### src/rtl/ssrx_pkg.sv
package ssrx_pkg;
  localparam int ADDR_W = 2;
  localparam int REG_W  = 8;

  localparam logic [ADDR_W-1:0] A_CTRL = 2'd0;
  localparam logic [ADDR_W-1:0] A_STAT = 2'd1;
  localparam logic [ADDR_W-1:0] A_DATA = 2'd2;

  // control register layout, msb first
  typedef struct packed {
    logic rsvd;
    logic irq_en;
    logic single_rx;
    logic cont_rx;
    logic word9;
    logic clk_master;
    logic sync_mode;
    logic port_en;
  } ctrl_t;
endpackage

### src/rtl/ssrx_rst_sync.sv
module ssrx_rst_sync #(
  parameter int STAGES = 2
) (
  input  logic clk,
  input  logic rst_n,
  output logic rst_sync_n
);
  logic [STAGES-1:0] chain_q;
  logic [STAGES-1:0] chain_n;

  always_comb chain_n = {chain_q[STAGES-2:0], 1'b1};

  always_ff @(posedge clk or negedge rst_n) begin
    if (!rst_n) chain_q <= '0;
    else        chain_q <= chain_n;
  end

  assign rst_sync_n = chain_q[STAGES-1];
endmodule

### src/rtl/ssrx_line_sync.sv
module ssrx_line_sync #(
  parameter int STAGES = 2
) (
  input  logic clk,
  input  logic rst_n,
  input  logic ser_clk,
  input  logic ser_dat,
  output logic dat_s,
  output logic fall_s
);
  logic [STAGES:0]   sclk_q, sclk_n;
  logic [STAGES-1:0] sdat_q, sdat_n;

  always_comb begin
    sclk_n = {sclk_q[STAGES-1:0], ser_clk};
    sdat_n = {sdat_q[STAGES-2:0], ser_dat};
  end

  always_ff @(posedge clk or negedge rst_n) begin
    if (!rst_n) begin
      sclk_q <= '1;
      sdat_q <= '0;
    end else begin
      sclk_q <= sclk_n;
      sdat_q <= sdat_n;
    end
  end

  // serial clock and data share the same synchronizer depth
  assign fall_s = sclk_q[STAGES] & ~sclk_q[STAGES-1];
  assign dat_s  = sdat_q[STAGES-1];
endmodule

### src/rtl/ssrx_shifter.sv
module ssrx_shifter #(
  parameter int MAX_BITS = 9
) (
  input  logic                clk,
  input  logic                rst_n,
  input  logic                run,
  input  logic                flush,
  input  logic                word9,
  input  logic                fall,
  input  logic                din,
  output logic                word_valid,
  output logic [MAX_BITS-1:0] word
);
  localparam int CNT_W = $clog2(MAX_BITS + 1);
  localparam logic [CNT_W-1:0] LAST9 = CNT_W'(MAX_BITS - 1);
  localparam logic [CNT_W-1:0] LAST8 = CNT_W'(MAX_BITS - 2);

  logic [MAX_BITS-1:0] sh_q, sh_n, merged;
  logic [CNT_W-1:0]    cnt_q, cnt_n;
  logic [CNT_W-1:0]    last_idx;

  always_comb begin
    last_idx   = word9 ? LAST9 : LAST8;
    merged     = sh_q;
    merged[cnt_q] = din;
    sh_n       = sh_q;
    cnt_n      = cnt_q;
    word_valid = 1'b0;
    if (flush) begin
      sh_n  = '0;
      cnt_n = '0;
    end else if (run && fall) begin
      if (cnt_q == last_idx) begin
        word_valid = 1'b1;
        sh_n       = '0;
        cnt_n      = '0;
      end else begin
        sh_n  = merged;
        cnt_n = cnt_q + 1'b1;
      end
    end
  end

  always_ff @(posedge clk or negedge rst_n) begin
    if (!rst_n) begin
      sh_q  <= '0;
      cnt_q <= '0;
    end else begin
      sh_q  <= sh_n;
      cnt_q <= cnt_n;
    end
  end

  assign word = merged;
endmodule

### src/rtl/ssrx_regs.sv
module ssrx_regs
  import ssrx_pkg::*;
#(
  parameter int MAX_BITS = 9
) (
  input  logic                clk,
  input  logic                rst_n,
  input  logic                reg_wr,
  input  logic                reg_rd,
  input  logic [ADDR_W-1:0]   reg_addr,
  input  logic [REG_W-1:0]    reg_wdata,
  input  logic                word_valid,
  input  logic [MAX_BITS-1:0] word,
  output ctrl_t               ctrl_q,
  output logic                done_q,
  output logic                ovr_q,
  output logic [REG_W-1:0]    data_q,
  output logic                rd_data_hit,
  output logic [REG_W-1:0]    reg_rdata,
  output logic                irq
);
  ctrl_t ctrl_n;
  logic  done_n, ovr_n, load_en;
  logic  ninth_q;

  always_comb begin
    rd_data_hit = reg_rd && (reg_addr == A_DATA);
    ctrl_n  = ctrl_q;
    done_n  = done_q;
    ovr_n   = ovr_q;
    load_en = 1'b0;
    if (reg_wr && reg_addr == A_CTRL) begin
      ctrl_n      = ctrl_t'(reg_wdata);
      ctrl_n.rsvd = 1'b0;
    end
    if (!ctrl_q.cont_rx) ovr_n = 1'b0;
    if (word_valid) begin
      if (done_q && !rd_data_hit) begin
        ovr_n = 1'b1;
      end else begin
        load_en = 1'b1;
        done_n  = 1'b1;
      end
    end else if (rd_data_hit) begin
      done_n = 1'b0;
    end
  end

  always_ff @(posedge clk or negedge rst_n) begin
    if (!rst_n) begin
      ctrl_q <= '0;
      done_q <= 1'b0;
      ovr_q  <= 1'b0;
    end else begin
      ctrl_q <= ctrl_n;
      done_q <= done_n;
      ovr_q  <= ovr_n;
    end
  end

  // holding register: data path only, left without reset
  always_ff @(posedge clk) begin
    if (load_en) begin
      data_q  <= word[REG_W-1:0];
      ninth_q <= word[MAX_BITS-1];
    end
  end

  always_comb begin
    case (reg_addr)
      A_CTRL:  reg_rdata = ctrl_q;
      A_STAT:  reg_rdata = {5'b0, ninth_q, ovr_q, done_q};
      A_DATA:  reg_rdata = data_q;
      default: reg_rdata = '0;
    endcase
  end

  assign irq = done_q & ctrl_q.irq_en;
endmodule

### src/rtl/sync_slave_rx.sv
module sync_slave_rx
  import ssrx_pkg::*;
#(
  parameter int SYNC_STAGES = 2,
  parameter int MAX_BITS    = 9
) (
  input  logic              clk,
  input  logic              rst_n,
  input  logic              ser_clk,
  input  logic              ser_dat,
  input  logic              reg_wr,
  input  logic              reg_rd,
  input  logic [ADDR_W-1:0] reg_addr,
  input  logic [REG_W-1:0]  reg_wdata,
  output logic [REG_W-1:0]  reg_rdata,
  output logic              irq
);
  logic                rst_sync_n;
  logic                dat_s, fall_s;
  logic                word_valid;
  logic [MAX_BITS-1:0] word;
  ctrl_t               ctrl_q;
  logic                done_q, ovr_q, rd_data_hit;
  logic [REG_W-1:0]    data_q;
  logic                active, cont_rx;

  assign cont_rx = ctrl_q.cont_rx;
  assign active  = ctrl_q.port_en & ctrl_q.sync_mode & ~ctrl_q.clk_master & cont_rx;

  ssrx_rst_sync #(.STAGES(2)) u_rst (
    .clk(clk), .rst_n(rst_n), .rst_sync_n(rst_sync_n));

  ssrx_line_sync #(.STAGES(SYNC_STAGES)) u_sync (
    .clk(clk), .rst_n(rst_sync_n), .ser_clk(ser_clk), .ser_dat(ser_dat),
    .dat_s(dat_s), .fall_s(fall_s));

  ssrx_shifter #(.MAX_BITS(MAX_BITS)) u_shift (
    .clk(clk), .rst_n(rst_sync_n), .run(active & ~ovr_q), .flush(~cont_rx),
    .word9(ctrl_q.word9), .fall(fall_s), .din(dat_s),
    .word_valid(word_valid), .word(word));

  ssrx_regs #(.MAX_BITS(MAX_BITS)) u_regs (
    .clk(clk), .rst_n(rst_sync_n), .reg_wr(reg_wr), .reg_rd(reg_rd),
    .reg_addr(reg_addr), .reg_wdata(reg_wdata), .word_valid(word_valid),
    .word(word), .ctrl_q(ctrl_q), .done_q(done_q), .ovr_q(ovr_q),
    .data_q(data_q), .rd_data_hit(rd_data_hit), .reg_rdata(reg_rdata),
    .irq(irq));
endmodule

### config.mk
export PLATFORM = sky130hd
export DESIGN_NAME = sync_slave_rx
export DESIGN_NICKNAME = d
export VERILOG_FILES = /design/src/rtl/ssrx_pkg.sv /design/src/rtl/ssrx_rst_sync.sv /design/src/rtl/ssrx_line_sync.sv /design/src/rtl/ssrx_shifter.sv /design/src/rtl/ssrx_regs.sv /design/src/rtl/sync_slave_rx.sv
export SDC_FILE = /design/constraint.sdc
export NUM_CORES = 1
export LEC_CHECK = 0
export ABC_AREA = 1
export BUFFER_PORTS_ARGS = -buffer_cell sky130_fd_sc_hd__buf_2
export CORE_MARGIN = 2
export CORE_UTILIZATION = 60
export CTS_CLUSTER_DIAMETER = 150
export DETAILED_ROUTE_END_ITERATION = 12
export PLACE_DENSITY = 0.91
export SETUP_SLACK_MARGIN = 0.4
export SYNTH_ARGS = -nofsm -noshare
export SYNTH_HDL_FRONTEND = slang
export SYNTH_SLANG_ARGS = --single-unit
### constraint.sdc
create_clock -name clk -period 1.7 [get_ports clk]
set_input_delay 0.34 -clock clk [delete_from_list [all_inputs] [get_ports clk]]
set_output_delay 0.34 -clock clk [all_outputs]
set_load 0.02 [all_outputs]
==> impl_metrics.tcl, run 1 <==
set metrics [dict create \
    synth_largest_area_cell "dfrtp_1" \
    floorplan.initialDensity_pct 61.30 \
    synth_nets 219 \
    cp_max_fo 4 \
    max_freq_mhz 656.4 \
    vdd_ir_drop_max_mv 0.5751 \
    hold_viol 0 \
    hold_slack_ns 0.08289 \
    grt_first_pass_wirelength_um 6161 \
    synth_area_leaders "dfrtp_1 (36%), edfxtp_1 (15%), nand2_1 (13%)" \
    port-buffer-count 23 \
    antenna_found_initial 0 \
    dieWidth_um 59.16 \
    first_pass_iters 4 \
    placed_area_mm2 0.001996 \
    wl_per_cell_um 18.60 \
    vias_per_cell 5.842 \
    clk_pin_slew_ns 0.12 \
    cp.arrival_ns 1.18 \
    cts_inserted_buffers 5 \
    drt-initial-drc-count 174 \
    setup-tns-final_ns 0 \
    ys_async_sr_fraction_pct 76.32 \
    finalInstanceArea_mm2 0.002500 \
    finClkSkew_ns 0.02255 \
    io_pins 25 \
    cts_htree_levels 2 \
    drcViolationCount 0 \
    place_congestion 0.8379 \
    area_growth_pct 36.94 \
    post-route-period-util_pct 89.62 \
    diodes 0 \
    crit_path_end_kind "output port" \
    path_class "flip-flop to output port" \
    p_leak_nw 1.184 \
    grt_max_degree 28 \
    grt_overflow 0 \
    drv_slew 0 \
    cts_max_path_buffers 2 \
    grt_pass1_vias 1434 \
    cts_tree "yes" \
    fillerInstances 151 \
    synth_cell_types 25 \
    vias 1659 \
    cts_root_buffer "clkbuf_4" \
    ys.flop_type "dfrtp_1" \
    fp.dieArea_mm2 0.003500 \
    max_cap_violations 0 \
    avgSynthCellArea_um2 9.173 \
    clk_latency_ns 0.36 \
    synth_common_cells "nand2_1 (65), dfrtp_1 (26), inv_1 (20)" \
    die_y_um 59.16 \
    clock_sinks 38 \
    fin_nets 270 \
    coreArea_mm2 0.002978 \
    status "completed" \
    yosysTopAreaCellShare_pct 35.64 \
    pwr_density_cell_mw_per_mm2 792.8 \
    rows 20 \
    place_hpwl_um 2307 \
    yosysWarningCount 0 \
    startpoint_type "flip-flop" \
    ys_ff_latch 38 \
    ant_nets 0 \
    synth_area_mm2 0.001826 \
    finalSetupViolCount 0 \
    rsz0062_at_grt "yes" \
    synth.most_common_cell "nand2_1" \
    min_period_ns 1.524 \
    drive_above_1_share_pct 51.79 \
    synthCells 199 \
    synth_edf_count 9 \
    cp_data_required_time_ns 1.36 \
    utilization_pct 83.95 \
    worstHoldPathType "input port to flip-flop" \
    grt_usage_pct 24.43 \
    wl_um 5281 \
    ys_seq_area_share_pct 54.76 \
]
layout by cell type (no fill, tap or decap), types with 2 or more instances in the layout:
master    instances
a21oi_1           4
a22o_1            2
buf_2            14
buf_4            21
buf_6             9
clkbuf_4          5
dfrtp_1          22
dfrtp_2           4
dfstp_2           3
edfxtp_1          9
ha_4              2
inv_1            13
inv_2             6
inv_4             2
mux2_2            4
nand2_1          43
nand2_2          18
nand2_4           6
nand3_1          10
nand3_2           5
nand3_4           2
nor2_1            6
nor2_4            7
o21ai_0           3
o21ai_1           3
o21ai_2          15
power by group:
part | leakage (nW) | internal (mW) | switching [mW]
combinational | 0.695 | 0.188 | 0.263
clock | 0.0353 | 0.200 | 0.287
sequential | 0.453 | 0.992 | 0.0523
total | 1.18 | 1.38 | 0.602
stage by stage:
stage               setup slack [ns]  cells  total power, mW
CTS                           0.2495    276            1.846
global route                  0.1580    284            2.056
floorplan                     0.2966    199            1.242
finish                        0.1765    284            1.982
global placement              0.1679    255            1.300
detailed placement            0.1757    255            1.308
sequential cells by signal, summed over array words and instances, names as in the netlist:
signal and cells:
u_regs.ovr_q 1, u_regs.ninth_q 1, u_shift.cnt_q 4, u_rst.chain_q 2, u_sync.sdat_q 2, u_sync.sclk_q 3
u_regs.data_q 8, u_shift.sh_q 9, u_regs.done_q 1, u_regs.ctrl_q 7
worst max-delay path: stages (launching register included):
cell and delay, ns:
dfrtp_2 0.44, inv_2 0.07, o21ai_2 0.15, buf_4 0.16
final timing paths:
path,start,slack [ns],depth (start not counted),to
max in group asynchronous,u_rst.chain_q[1],1.16,1,u_sync.sclk_q[0]
worst max register to register,u_regs.ctrl_q[1],0.23,5,u_regs.data_q[6]
worst min register to register,u_rst.chain_q[1],0.21,1,u_regs.ctrl_q[3]
min in group asynchronous,u_rst.chain_q[1],0.21,1,u_regs.ctrl_q[3]
worst max-delay path,u_regs.ctrl_q[4],0.18,3,reg_rdata[4]
worst min-delay path,ser_dat,0.08,1,u_sync.sdat_q[0]
layout make-up:
class,instances,area (um^2),area share (%)
clock inverters,1,5.005,0.2002
inverters,22,95.09,3.804
well taps,33,41.29,1.652
clock buffers,7,55.05,2.202
multi-input cells,138,959.7,38.39
flip-flops and latches,38,1005,40.19
repair buffers,45,339.1,13.56
routing by layer:
metal	GRT usage [%]	routed length [um]	up-vias
li1	-	-	745
met1	27.57	1937	784
met2	42.86	2662	101
met3	6.550	359	29
met4	11.36	322	0
met5	0	0	-
cells by family after synthesis:
group | share of synthesized area, %
flops | 54.76
simple gates | 23.24
mux | 2.467
buf+inv | 6.031
fa+ha+maj | 2.742
compound gates | 10.56
other cells | 0.2054
what timing repair did:
action,in CTS,in global routing
endpoints found under the setup margin,29,39
hold buffers,1,0
endpoints found under the hold margin,2,0
pin swaps,15,18
resized for setup,31,56
gates cloned,1,1
buffers inserted,11,7
Note: power is estimated with default switching activity, not from simulation.
==> run 2, diff against run 1 <==
CELL_PAD_IN_SITES_DETAIL_PLACEMENT = 2   (was not set)
CELL_PAD_IN_SITES_GLOBAL_PLACEMENT = 2   (was not set)
CORE_UTILIZATION = 37   (was 60)
PLACE_DENSITY = 0.9   (was 0.91)
==> impl_metrics.tcl, run 2 <==
set metrics [dict create \
    status "aborted with a tool error" \
    haltStage "global routing (5_1_grt)" \
    stop_error "[ERROR DPL-0033] detailed placement checks failed during check placement." \
    port-buffer-count 23 \
    ys_seq_area_share_pct 54.76 \
    antenna_found_initial 0 \
    place_hpwl_um 3705 \
    avgSynthCellArea_um2 9.173 \
    cts_inserted_buffers 5 \
    synthCells 199 \
    floorplan.initialDensity_pct 38.39 \
    rows 25 \
    cts_max_path_buffers 2 \
    die_y_um 74.24 \
    synth_area_leaders "dfrtp_1 (36%), edfxtp_1 (15%), nand2_1 (13%)" \
    dp.cells 290 \
    ys_ff_latch 38 \
    synth_nets 219 \
    dieWidth_um 74.24 \
    ys.flop_type "dfrtp_1" \
    grt_max_degree 28 \
    io_pins 25 \
    clock_sinks 38 \
    cts_root_buffer "clkbuf_8" \
    yosysWarningCount 0 \
    crit_endpoint "u_regs.data_q[0]$_DFFE_PP_/DE" \
    synth_area_mm2 0.001826 \
    dp_slack_ns 0.08922 \
    synth_largest_area_cell "dfrtp_1" \
    synth_edf_count 9 \
    worst-ep-kind "register input" \
    synth.most_common_cell "nand2_1" \
    synth_common_cells "nand2_1 (65), dfrtp_1 (26), inv_1 (20)" \
    synth_cell_types 25 \
    ys_async_sr_fraction_pct 76.32 \
    place_congestion 0.8230 \
    cts_htree_levels 2 \
    yosysTopAreaCellShare_pct 35.64 \
]
==> run 2: cell counts after synthesis <==
Identical to the previous run, type by type.
==> run 2: cell families after synthesis <==
group | Yosys count | synth area share, %
and+or+nand+nor | 98 | 23.24
DFF | 38 | 54.76
AOI/OAI and AO/OA | 29 | 10.56
buffers and inverters | 25 | 6.031
muxes | 4 | 2.467
adders and majority gates | 4 | 2.742
other | 1 | 0.2054
==> run 2: per-stage QoR <==
step / hold WS [ns] / instance area [um^2]
3_3_place_gp: 0.1251 / 2046
2_1_floorplan: 0.04441 / 1844
3_5_place_dp: 0.1273 / 2046
4_1_cts: 0.1405 / 2331
==> run 2: timing repair <==
action | in CTS
pin swaps | 13
hold buffers | 1
endpoints found under the setup margin | 38
setup buffers | 14
hold endpoints to repair | 2
resized for setup | 34
==> run 3, diff against run 2 <==
CELL_PAD_IN_SITES_DETAIL_PLACEMENT = not set   (was 2)
CELL_PAD_IN_SITES_GLOBAL_PLACEMENT = not set   (was 2)
CORE_UTILIZATION = 40   (was 37)
CTS_CLUSTER_DIAMETER = not set   (was 150)
PLACE_DENSITY = not set   (was 0.9)
PLACE_DENSITY_LB_ADDON = 0.15   (was not set)
SETUP_SLACK_MARGIN = not set   (was 0.4)
==> impl_metrics.tcl, run 3 (synthesis results as in run 1) <==
set metrics [dict create \
    drt-initial-drc-count 46 \
    layout_commonest_cell "nand2_1" \
    vdd_ir_drop_max_mv 0.4487 \
    crit_path_end_kind "output port" \
    cts_tree "yes" \
    grt_usage_pct 16.20 \
    diodes 0 \
    layout_setup_ws_ns 0.1324 \
    holdPathStages 1 \
    drive_above_1_share_pct 27.47 \
    io_pins 25 \
    pwr_density_cell_mw_per_mm2 951.9 \
    hold_viol 0 \
    place_congestion 0.8623 \
    floorplan.initialDensity_pct 41.64 \
    final_cells 285 \
    vias 1327 \
    cts_inserted_buffers 5 \
    min_from "ser_clk" \
    finClkSkew_ns 0.006487 \
    cp_data_required_time_ns 1.36 \
    coreArea_mm2 0.004384 \
    grt_overflow 0 \
    drcViolationCount 0 \
    worstHoldEndpoint "u_sync.sclk_q[0]" \
    max_freq_mhz 637.9 \
    final_cell_mix "nand2_1 (65), dfrtp_1 (25), buf_2 (23), inv_1 (20), nand3_1 (15)" \
    p_leak_nw 1.035 \
    cts_max_path_buffers 2 \
    dp_slack_ns 0.1586 \
    place_hpwl_um 2582 \
    cp_max_fo 6 \
    clock_sinks 38 \
    startpoint_type "flip-flop" \
    fin_nets 252 \
    cp.arrival_ns 1.23 \
    status "completed" \
    clk_latency_ns 0.29 \
    r2r_cells 7 \
    first_pass_iters 4 \
    port-buffer-count 23 \
    vias_per_cell 4.656 \
    largestRegisters "u_shift.sh_q x9, u_regs.data_q x8, u_regs.ctrl_q x7" \
    rrSetupSlack_ns 0.16 \
    rsz0062_at_grt "no" \
    r2r_start "u_shift.cnt_q[3]" \
    max_cap_violations 0 \
    cts_htree_levels 2 \
    grt_first_pass_wirelength_um 6389 \
    drv_slew 0 \
    wl_um 3555 \
    fp.dieArea_mm2 0.005120 \
    worstHoldPathType "input port to flip-flop" \
    path_class "flip-flop to output port" \
    finalSetupViolCount 0 \
    die_y_um 71.56 \
    hold_slack_ns 0.1507 \
    antenna_found_initial 0 \
    clk_pin_slew_ns 0.08 \
    largest_reg_flops 9 \
    grt_pass1_vias 1351 \
    post-route-period-util_pct 92.21 \
    r2r-end "u_regs.data_q[6]" \
    dp.cells 276 \
    area_growth_pct 18.09 \
    top_register "u_shift.sh_q" \
    wl_per_cell_um 12.47 \
    grt_max_degree 28 \
    dieWidth_um 71.56 \
    min_period_ns 1.568 \
    p_total_mw 2.052 \
    ant_nets 0 \
    rows 24 \
    setup-tns-final_ns 0 \
    cts_root_buffer "clkbuf_8" \
]
run 3: what timing repair did:
item                                    4_1_cts  5_1_grt
hold buffers                                  1        0
hold endpoints to repair                      2        0
resized for setup                             0        1
endpoints found under the setup margin        0        1
buffers inserted                              0        0
run 3: how the worst max path moves through the flow:
stage / start / endpoint / slack [ns] / cells past startpoint
floorplan: u_sync.sclk_q[2] / u_regs.data_q[0] / 0.11 / 4
detailed placement: reg_addr[0] / u_regs.data_q[6] / 0.16 / 7
finish: u_regs.ctrl_q[4] / reg_rdata[4] / 0.13 / 3
global route: u_shift.cnt_q[1] / u_shift.sh_q[0] / 0.002 / 6
global placement: reg_addr[0] / u_regs.data_q[7] / 0.14 / 7
CTS: u_regs.ctrl_q[4] / reg_rdata[4] / 0.05 / 3
run 3: worst max-delay path, cell delays in order (launching register included):
cell and delay, ns:
dfrtp_2 0.43, inv_1 0.11, o21ai_0 0.20, buf_2 0.20
run 3: final cells by class:
class	instances	area [um^2]
Clock buffer	5	68.82
Fill cell	433	2228
Clock inverter	3	45.04
Inverter	22	82.58
Tap cell	52	65.06
Sequential cell	38	1001
Multi-Input combinational cell	136	718.2
Timing Repair Buffer	29	175.2
run 3: per-stage QoR:
stage                     util [%]  cell area [um^2]
after CTS                    49.14              2155
after detailed placement     46.32              2031
after global placement       46.32              2031
after global routing         49.17              2156
final                        49.17              2156
after floorplan                  -              1828
run 3: routing by layer:
metal  wire (um)  GRT usage [%]
met1        1772          23.00
met5           0              0
met2        1620          24.79
met3         127          3.376
met4          35          5.660
run 3: power breakdown:
group	switching, mW	total, mW	leakage, nW	internal, mW
Sequential	0.0387	1.03	0.458	0.992
Clock	0.321	0.757	0.0504	0.436
Combinational	0.176	0.265	0.527	0.0884
Total	0.536	2.05	1.04	1.52
